$ cat config.mk
export PLATFORM = sky130hd
export DESIGN_NAME = pwr_mode_ctrl
export DESIGN_NICKNAME = d
export VERILOG_FILES = /design/src/rtl/pwr_pkg.sv /design/src/rtl/pwr_seq_fsm.sv /design/src/rtl/pwr_out_decode.sv /design/src/rtl/pwr_div_ctl.sv /design/src/rtl/pwr_mode_ctrl.sv
export SDC_FILE = /design/constraint.sdc
export NUM_CORES = 1
export LEC_CHECK = 0
export ABC_AREA = 0
export BUFFER_PORTS_ARGS = -buffer_cell sky130_fd_sc_hd__buf_4
export CORE_AREA = 2 2 39 41
export DETAILED_ROUTE_END_ITERATION = 7
export DIE_AREA = 0 0 41 43
export PLACE_DENSITY = 0.74
export SETUP_SLACK_MARGIN = 0.2
export SYNTH_ARGS = -nofsm -noshare
export SYNTH_HDL_FRONTEND = slang
export SYNTH_HIERARCHICAL = 1
export SYNTH_SLANG_ARGS = --single-unit
$ cat constraint.sdc
create_clock -name clk -period 1.8 [get_ports clk]
set_input_delay 0.54 -clock clk [delete_from_list [all_inputs] [get_ports clk]]
set_output_delay 0.54 -clock clk [all_outputs]
set_load 0.005 [all_outputs]
$ cat src/rtl/pwr_pkg.sv
package pwr_pkg;
    localparam int MODE_W = 2;

    typedef enum logic [MODE_W-1:0] {
        REQ_RUN   = 2'b00,
        REQ_NAP   = 2'b01,
        REQ_SLEEP = 2'b10,
        REQ_DEEP  = 2'b11
    } mode_req_e;

    typedef enum logic [2:0] {
        PS_RUN     = 3'd0,
        PS_NAP_PND = 3'd1,
        PS_SLP_PND = 3'd2,
        PS_NAP     = 3'd3,
        PS_DOZE    = 3'd4,
        PS_SLEEP   = 3'd5,
        PS_DEEP    = 3'd6,
        PS_RELOCK  = 3'd7
    } pstate_e;

    typedef struct packed {
        logic fetch;
        logic snoop;
        logic tb_clk;
        logic fu_clk;
        logic pll;
        logic qreq;
    } pwr_ctl_t;

    function automatic pwr_ctl_t ctl_pack(input logic f, input logic s, input logic t,
                                          input logic u, input logic p, input logic q);
        pwr_ctl_t c;
        c.fetch  = f;
        c.snoop  = s;
        c.tb_clk = t;
        c.fu_clk = u;
        c.pll    = p;
        c.qreq   = q;
        return c;
    endfunction

    function automatic logic is_low_power(input pstate_e s);
        return (s == PS_NAP) || (s == PS_DOZE) || (s == PS_SLEEP) || (s == PS_DEEP);
    endfunction
endpackage

$ cat src/rtl/pwr_seq_fsm.sv
module pwr_seq_fsm
    import pwr_pkg::*;
(
    input  logic              clk,
    input  logic              rst,
    input  logic [MODE_W-1:0] mode_req_i,
    input  logic              qack_i,
    input  logic              wake_i,
    input  logic              pll_lock_i,
    output pstate_e           state_o,
    output logic              boundary_o
);
    pstate_e st_q, st_d;
    mode_req_e req;

    assign req = mode_req_e'(mode_req_i);

    always_comb begin
        st_d = st_q;
        unique case (st_q)
            PS_RUN: begin
                if (req == REQ_NAP)                             st_d = PS_NAP_PND;
                else if (req == REQ_SLEEP || req == REQ_DEEP)   st_d = PS_SLP_PND;
            end
            PS_NAP_PND: begin
                if (wake_i)      st_d = PS_RUN;
                else if (qack_i) st_d = PS_NAP;
            end
            PS_SLP_PND: begin
                if (wake_i)      st_d = PS_RUN;
                else if (qack_i) st_d = PS_SLEEP;
            end
            PS_NAP: begin
                if (wake_i)       st_d = PS_RUN;
                else if (!qack_i) st_d = PS_DOZE;
            end
            PS_DOZE: begin
                if (wake_i)      st_d = PS_RUN;
                else if (qack_i) st_d = PS_NAP;
            end
            PS_SLEEP: begin
                if (wake_i)                st_d = PS_RUN;
                else if (req == REQ_DEEP)  st_d = PS_DEEP;
            end
            PS_DEEP: begin
                if (wake_i) st_d = PS_RELOCK;
            end
            PS_RELOCK: begin
                if (pll_lock_i) st_d = PS_RUN;
            end
            default: st_d = PS_RUN;
        endcase
    end

    always_ff @(posedge clk) begin
        if (rst) st_q <= PS_RUN;
        else     st_q <= st_d;
    end

    assign state_o    = st_q;
    assign boundary_o = (st_d != st_q);

    // a low-power state is entered only after acknowledge was seen
    assert_entry_needs_qack_R2: assert property (@(posedge clk) disable iff (rst)
        ($rose(st_q == PS_NAP) && $past(st_q) == PS_NAP_PND) |-> $past(qack_i));
    assert_sleep_needs_qack_R4: assert property (@(posedge clk) disable iff (rst)
        $rose(st_q == PS_SLEEP) |-> $past(qack_i));
    // deep sleep never returns to run without the relock step
    assert_no_direct_deep_exit_R7: assert property (@(posedge clk) disable iff (rst)
        ($past(st_q) == PS_DEEP) |-> (st_q != PS_RUN));
    assert_relock_waits_lock_R7: assert property (@(posedge clk) disable iff (rst)
        ($past(st_q) == PS_RELOCK && st_q == PS_RUN) |-> $past(pll_lock_i));
    // wake in a state left by wake always lands in run
    assert_wake_priority_R10: assert property (@(posedge clk) disable iff (rst)
        (wake_i && st_q != PS_RUN && st_q != PS_DEEP && st_q != PS_RELOCK) |=> (st_q == PS_RUN));
endmodule

$ cat src/rtl/pwr_out_decode.sv
module pwr_out_decode
    import pwr_pkg::*;
(
    input  pstate_e  state_i,
    output pwr_ctl_t ctl_o
);
    always_comb begin
        unique case (state_i)
            PS_RUN:                 ctl_o = ctl_pack(1'b1, 1'b1, 1'b1, 1'b1, 1'b1, 1'b0);
            PS_NAP_PND, PS_SLP_PND: ctl_o = ctl_pack(1'b0, 1'b1, 1'b1, 1'b1, 1'b1, 1'b1);
            PS_NAP:                 ctl_o = ctl_pack(1'b0, 1'b0, 1'b1, 1'b0, 1'b1, 1'b1);
            PS_DOZE:                ctl_o = ctl_pack(1'b0, 1'b1, 1'b1, 1'b0, 1'b1, 1'b1);
            PS_SLEEP:               ctl_o = ctl_pack(1'b0, 1'b0, 1'b0, 1'b0, 1'b1, 1'b1);
            PS_DEEP:                ctl_o = ctl_pack(1'b0, 1'b0, 1'b0, 1'b0, 1'b0, 1'b1);
            PS_RELOCK:              ctl_o = ctl_pack(1'b0, 1'b0, 1'b0, 1'b0, 1'b1, 1'b0);
            default:                ctl_o = ctl_pack(1'b1, 1'b1, 1'b1, 1'b1, 1'b1, 1'b0);
        endcase
    end

    // with the PLL off nothing downstream may be clocked
    always_comb begin
        if (!ctl_o.pll) begin
            assert_pll_off_quiet_R5: assert (!ctl_o.fu_clk && !ctl_o.tb_clk && !ctl_o.fetch);
        end
    end
    // no fetch while the functional units are gated
    always_comb begin
        if (ctl_o.fetch) begin
            assert_fetch_needs_fu_R2: assert (ctl_o.fu_clk);
        end
    end
    // the quiescence request is only held in a low-power or pending state
    always_comb begin
        if (is_low_power(state_i)) begin
            assert_qreq_in_low_power_R6: assert (ctl_o.qreq);
        end
    end
endmodule

$ cat src/rtl/pwr_div_ctl.sv
module pwr_div_ctl (
    input  logic clk,
    input  logic rst,
    input  logic boundary_i,
    input  logic half_req_i,
    output logic div_sel_o
);
    logic div_q;

    always_ff @(posedge clk) begin
        if (rst)             div_q <= 1'b0;
        else if (boundary_i) div_q <= half_req_i;
    end

    assign div_sel_o = div_q;

    // the select only moves at a state boundary
    assert_div_hold_R9: assert property (@(posedge clk) disable iff (rst)
        !$past(boundary_i) |-> $stable(div_q));
    assert_div_load_R9: assert property (@(posedge clk) disable iff (rst)
        boundary_i |=> (div_q == $past(half_req_i)));
endmodule

$ cat src/rtl/pwr_mode_ctrl.sv
module pwr_mode_ctrl
    import pwr_pkg::*;
(
    input  logic              clk,
    input  logic              rst,
    input  logic [MODE_W-1:0] mode_req_i,
    input  logic              half_freq_i,
    input  logic              qack_i,
    input  logic              wake_i,
    input  logic              pll_lock_i,
    output logic              fetch_en_o,
    output logic              snoop_en_o,
    output logic              tb_clk_en_o,
    output logic              fu_clk_en_o,
    output logic              pll_en_o,
    output logic              qreq_o,
    output logic              div_sel_o
);
    pstate_e  state;
    logic     boundary;
    pwr_ctl_t ctl;

    pwr_seq_fsm u_fsm (
        .clk        (clk),
        .rst        (rst),
        .mode_req_i (mode_req_i),
        .qack_i     (qack_i),
        .wake_i     (wake_i),
        .pll_lock_i (pll_lock_i),
        .state_o    (state),
        .boundary_o (boundary)
    );

    pwr_out_decode u_dec (
        .state_i (state),
        .ctl_o   (ctl)
    );

    pwr_div_ctl u_div (
        .clk        (clk),
        .rst        (rst),
        .boundary_i (boundary),
        .half_req_i (half_freq_i),
        .div_sel_o  (div_sel_o)
    );

    assign fetch_en_o  = ctl.fetch;
    assign snoop_en_o  = ctl.snoop;
    assign tb_clk_en_o = ctl.tb_clk;
    assign fu_clk_en_o = ctl.fu_clk;
    assign pll_en_o    = ctl.pll;
    assign qreq_o      = ctl.qreq;

    // snoop comes back in doze while the core stays halted
    assert_doze_snoops_R3: assert property (@(posedge clk) disable iff (rst)
        (state == PS_DOZE) |-> (snoop_en_o && !fetch_en_o && !fu_clk_en_o));
    // a wake while napping drops the quiescence request next cycle
    assert_wake_drops_qreq_R6: assert property (@(posedge clk) disable iff (rst)
        (wake_i && (state == PS_NAP || state == PS_DOZE || state == PS_SLEEP)) |=> !qreq_o);
endmodule

==> results by group <==
Global routing
  • Pin count of the biggest net entering global routing: 15
  • First-pass GRT wire length: between 2 and 2.5 mm
  • Total grt overflow: 0
  • Vias in the first global route: around 530
  • Initial antenna violation count: 0
  • All-Layer GR Usage: between 10% and 20%

Logic synthesis
  • Post-synth ARST share: 0%
  • EDFF count, synth: 0
  • Prevailing post-synth register cell: dfxtp_1
  • Syn_nets: 87
  • Unique cell type count in the Yosys netlist: 34
  • Most common cell in the synthesized netlist: o21ai_0
  • Synth warn: 6
  • Area leader, netlist: dfxtp_1
  • Top-area cell type share of the netlist area: about 15%
  • Syn Area/Cell: between 6 and 7 um2
  • Post-synthesis sequential area ratio: 14.7%
  • Commonest cells in the synthesized netlist: 10 x o21ai_0, 8 x a21oi_1, 5 x nor2_1, 5 x nor2b_1
  • Synthesized area: roughly 540 um2
  • #FFs+latches synth: 4
  • Cells after Synth: 79
  • Top post-synthesis cells by area: dfxtp_1 15%, o21ai_0 9.2%, a21oi_1 7.4%, nor2b_1 5.8%, nand2b_1 4.6%

Cells and area
  • Design area: 852 um2
  • Antenna fix cells: 0
  • Share of layout cells above drive strength 1: between 30% and 40%
  • Area delta synth->final: 56.9%
  • Nets: around 110
  • Layout filler cell count: 122

Placement
  • Post-Place Cell Area: 682 um2
  • DPL Wire Length: between 1 and 1.5 mm
  • Port bufs: 14
  • Final Wtd Congestion: around 0.85

Worst setup path
  • Crit Path Category: reg -> out
  • Max stage delay cell, worst path: dfxtp_4
  • Bufs and invs on worst path: 2
  • Crit-path leading delay family: flip-flops
  • FF-to-FF path depth: 7
  • Critical path launch point type: flop
  • WP data arrival: 1.11 ns
  • Worst R2R End: u_div/div_sel_o$_SDFFE_PP0P_
  • Worst R2R Setup Slack: 0.22 ns
  • CP Cell Sequence: buf_8, a21o_1, o21ai_1, buf_4
  • Crit-path max cell delay: roughly 0.35 ns
  • Worst Path Required: ~1.3 ns
  • Reg2Reg Launch Point: u_fsm/state_o[1]$_SDFF_PP0_
  • CP max FO: 13
  • Worst Setup End Kind: primary output

Pwr
  • Sw power: a little over 300 uW
  • Combinational share of power: between 60 and 70%
  • Switching share of power: about 39%
  • Cell Pwr Density: a little over 900 mW/mm2
  • Peak supply drop: about 0.00055 V
  • Clock network power share: between 10 and 15%
  • Sequential Power Share: 17.7%
  • Leakage: between 0.0003 and 0.0004 uW
  • Internal Power: approximately 480 uW

Timing
  • Crit path time final: ~1.6 ns
  • Slew headroom: around 83%
  • Setup Skew: ~0.0015 ns
  • RSZ-0062 raised after global routing: yes
  • Hold Fails Final Rpt: 0
  • Period Utilization, post-route: between 90% and 100%
  • Setup-failing EPs final: 0
  • Max Freq: approximately 610 MHz
  • Setup TNS: 0 ns
  • Final count of pins violating max slew: 0
  • Worst slew pin tran: ~0.25 ns

Route
  • Router iterations before antenna repair: 4
  • Vias: roughly 690
  • Post-Route WL: roughly 1.7 mm
  • Wire length per cell: approximately 14 um
  • Routed vias/inst: approximately 5.8
  • Antenna Nets Post-Route: 0
  • Detailed-route DRC error count: 0
  • 1st-iter DRT viols: 19

Floorplanning
  • I/O Pins: 15
  • Die Y: between 40 and 50 um
  • Die area: between 0.0015 and 0.002 mm2
  • Die width: 41 um
  • Starting density of the core: 39.2%
  • Core area: between 0.001 and 0.0015 mm2
  • Row count: 14

Hold path
  • HP Start: rst
  • Worst min path class: in -> reg
  • Hold Path Sink: u_fsm/state_o[2]$_SDFF_PP0_
  • Hold Crit Depth: 2

Flow run
  • Max Cap Viol: 0

Clocking
  • Clock root buffer: clkbuf_4
  • Max Root-Sink Buffers: 2
  • Num CTS Buffers: 3
  • H-tree depth: 1
  • Clock Pin Slew Worst Setup and Hold Paths: around 0.04 ns
  • Clock sinks: 4
  • Skew-Pair Late Insertion Delay: approximately 0.23 ns
  • CTS tree: done
  • Hold Buf Count CTS: 0

Outcome
  • Status: finished clean
## worst register-to-register path, cell delays in order, from the launching register on
cell and delay, ns:
dfxtp_4 0.35, buf_12 0.13, a21boi_1 0.14, a311o_1 0.31, a211oi_2 0.19, o211ai_1 0.12, mux2i_1 0.17, nor2_1 0.05
## logic make-up (layout without fill, tap and decap cells)
family          after synthesis  after routing  synth area share, %
compound gates               33             33                 39.6
mux                           2              2                 3.69
buf+inv                       9             33                 9.45
xor+xnor                      1              1                 1.61
flops                         4              4                 14.7
simple gates                 30             30                 30.9
## layout make-up
| cell class | instances | area (um2) | area share (%) |
|---|---|---|---|
| clock buffer | 3 | 22.5 | 2.64 |
| inverter | 4 | 15.0 | 1.76 |
| multi-input combinational | 66 | 447 | 52.4 |
| sequential | 4 | 91.3 | 10.7 |
| tap | 16 | 20.0 | 2.35 |
| timing repair buffer | 26 | 256 | 30.1 |
## metal layers
layer,GRT usage [%],routed length (um),vias up
li1,-,-,344
met1,25.4,671,316
met2,25.0,879,30
met3,3.66,97,2
met4,7.33,14,0
met5,0,0,-
## metrics by stage
stage / hold slack (ns) / instances / utilization, % / worst slack, ns / power, uW
2_1_floorplan: 0.485 / 79 / - / 0.222 / 411
3_3_place_gp: 0.491 / 109 / 49.3 / 0.0448 / 522
3_5_place_dp: 0.507 / 109 / 49.3 / 0.00869 / 528
4_1_cts: 0.478 / 118 / 58.4 / 0.171 / 729
5_1_grt: 0.494 / 119 / 61.6 / 0.121 / 832
6_report: 0.490 / 119 / 61.6 / 0.151 / 781
## worst max-delay path by stage
stage / start / end / slack (ns) / depth (start not counted)
final: u_fsm/state_o[1]$_SDFF_PP0_ / snoop_en_o / 0.15 / 4
after CTS: u_fsm/state_o[2]$_SDFF_PP0_ / qreq_o / 0.17 / 4
after detailed placement: wake_i / u_div/div_sel_o$_SDFFE_PP0P_ / 0.009 / 7
after global placement: wake_i / u_div/div_sel_o$_SDFFE_PP0P_ / 0.04 / 7
after global routing: u_fsm/state_o[2]$_SDFF_PP0_ / snoop_en_o / 0.12 / 4
after floorplan: qack_i / u_div/div_sel_o$_SDFFE_PP0P_ / 0.22 / 6
## flip-flops by register name, indices dropped and copies added, names as in the netlist
| register | count |
|---|---|
| u_fsm/state_o | 3 |
| u_div/div_sel_o | 1 |
## placed cells by master, fill, tap and decap left out, drive strengths merged, types with 2 or more instances in the layout
cell and n:
dfxtp 4, mux2i 2, nor2b 5, nor2 5
nor3 4, inv 4, nand3 2, a31oi 2
nand3b 2, buf 25, nand2 4, and3 2
a21oi 8, clkbuf 4, o21ai 11, nand2b 4
## power by group through the flow
stage,Clock (uW),Sequential (uW),Combinational [uW]
floorplan,0,141,270
global placement,0,147,375
detailed placement,0,147,381
CTS,115,132,482
global route,118,140,574
finish,107,138,535
## timing repair
| item | 4_1_cts | 5_1_grt |
|---|---|---|
| buffers inserted | 6 | 0 |
| pin swaps | 4 | 2 |
| endpoints found under the hold margin | 0 | 0 |
| gates resized for setup | 10 | 7 |
| cloned | 0 | 1 |
| setup endpoints to repair | 7 | 6 |
Note: power is estimated with default switching activity, not from simulation.
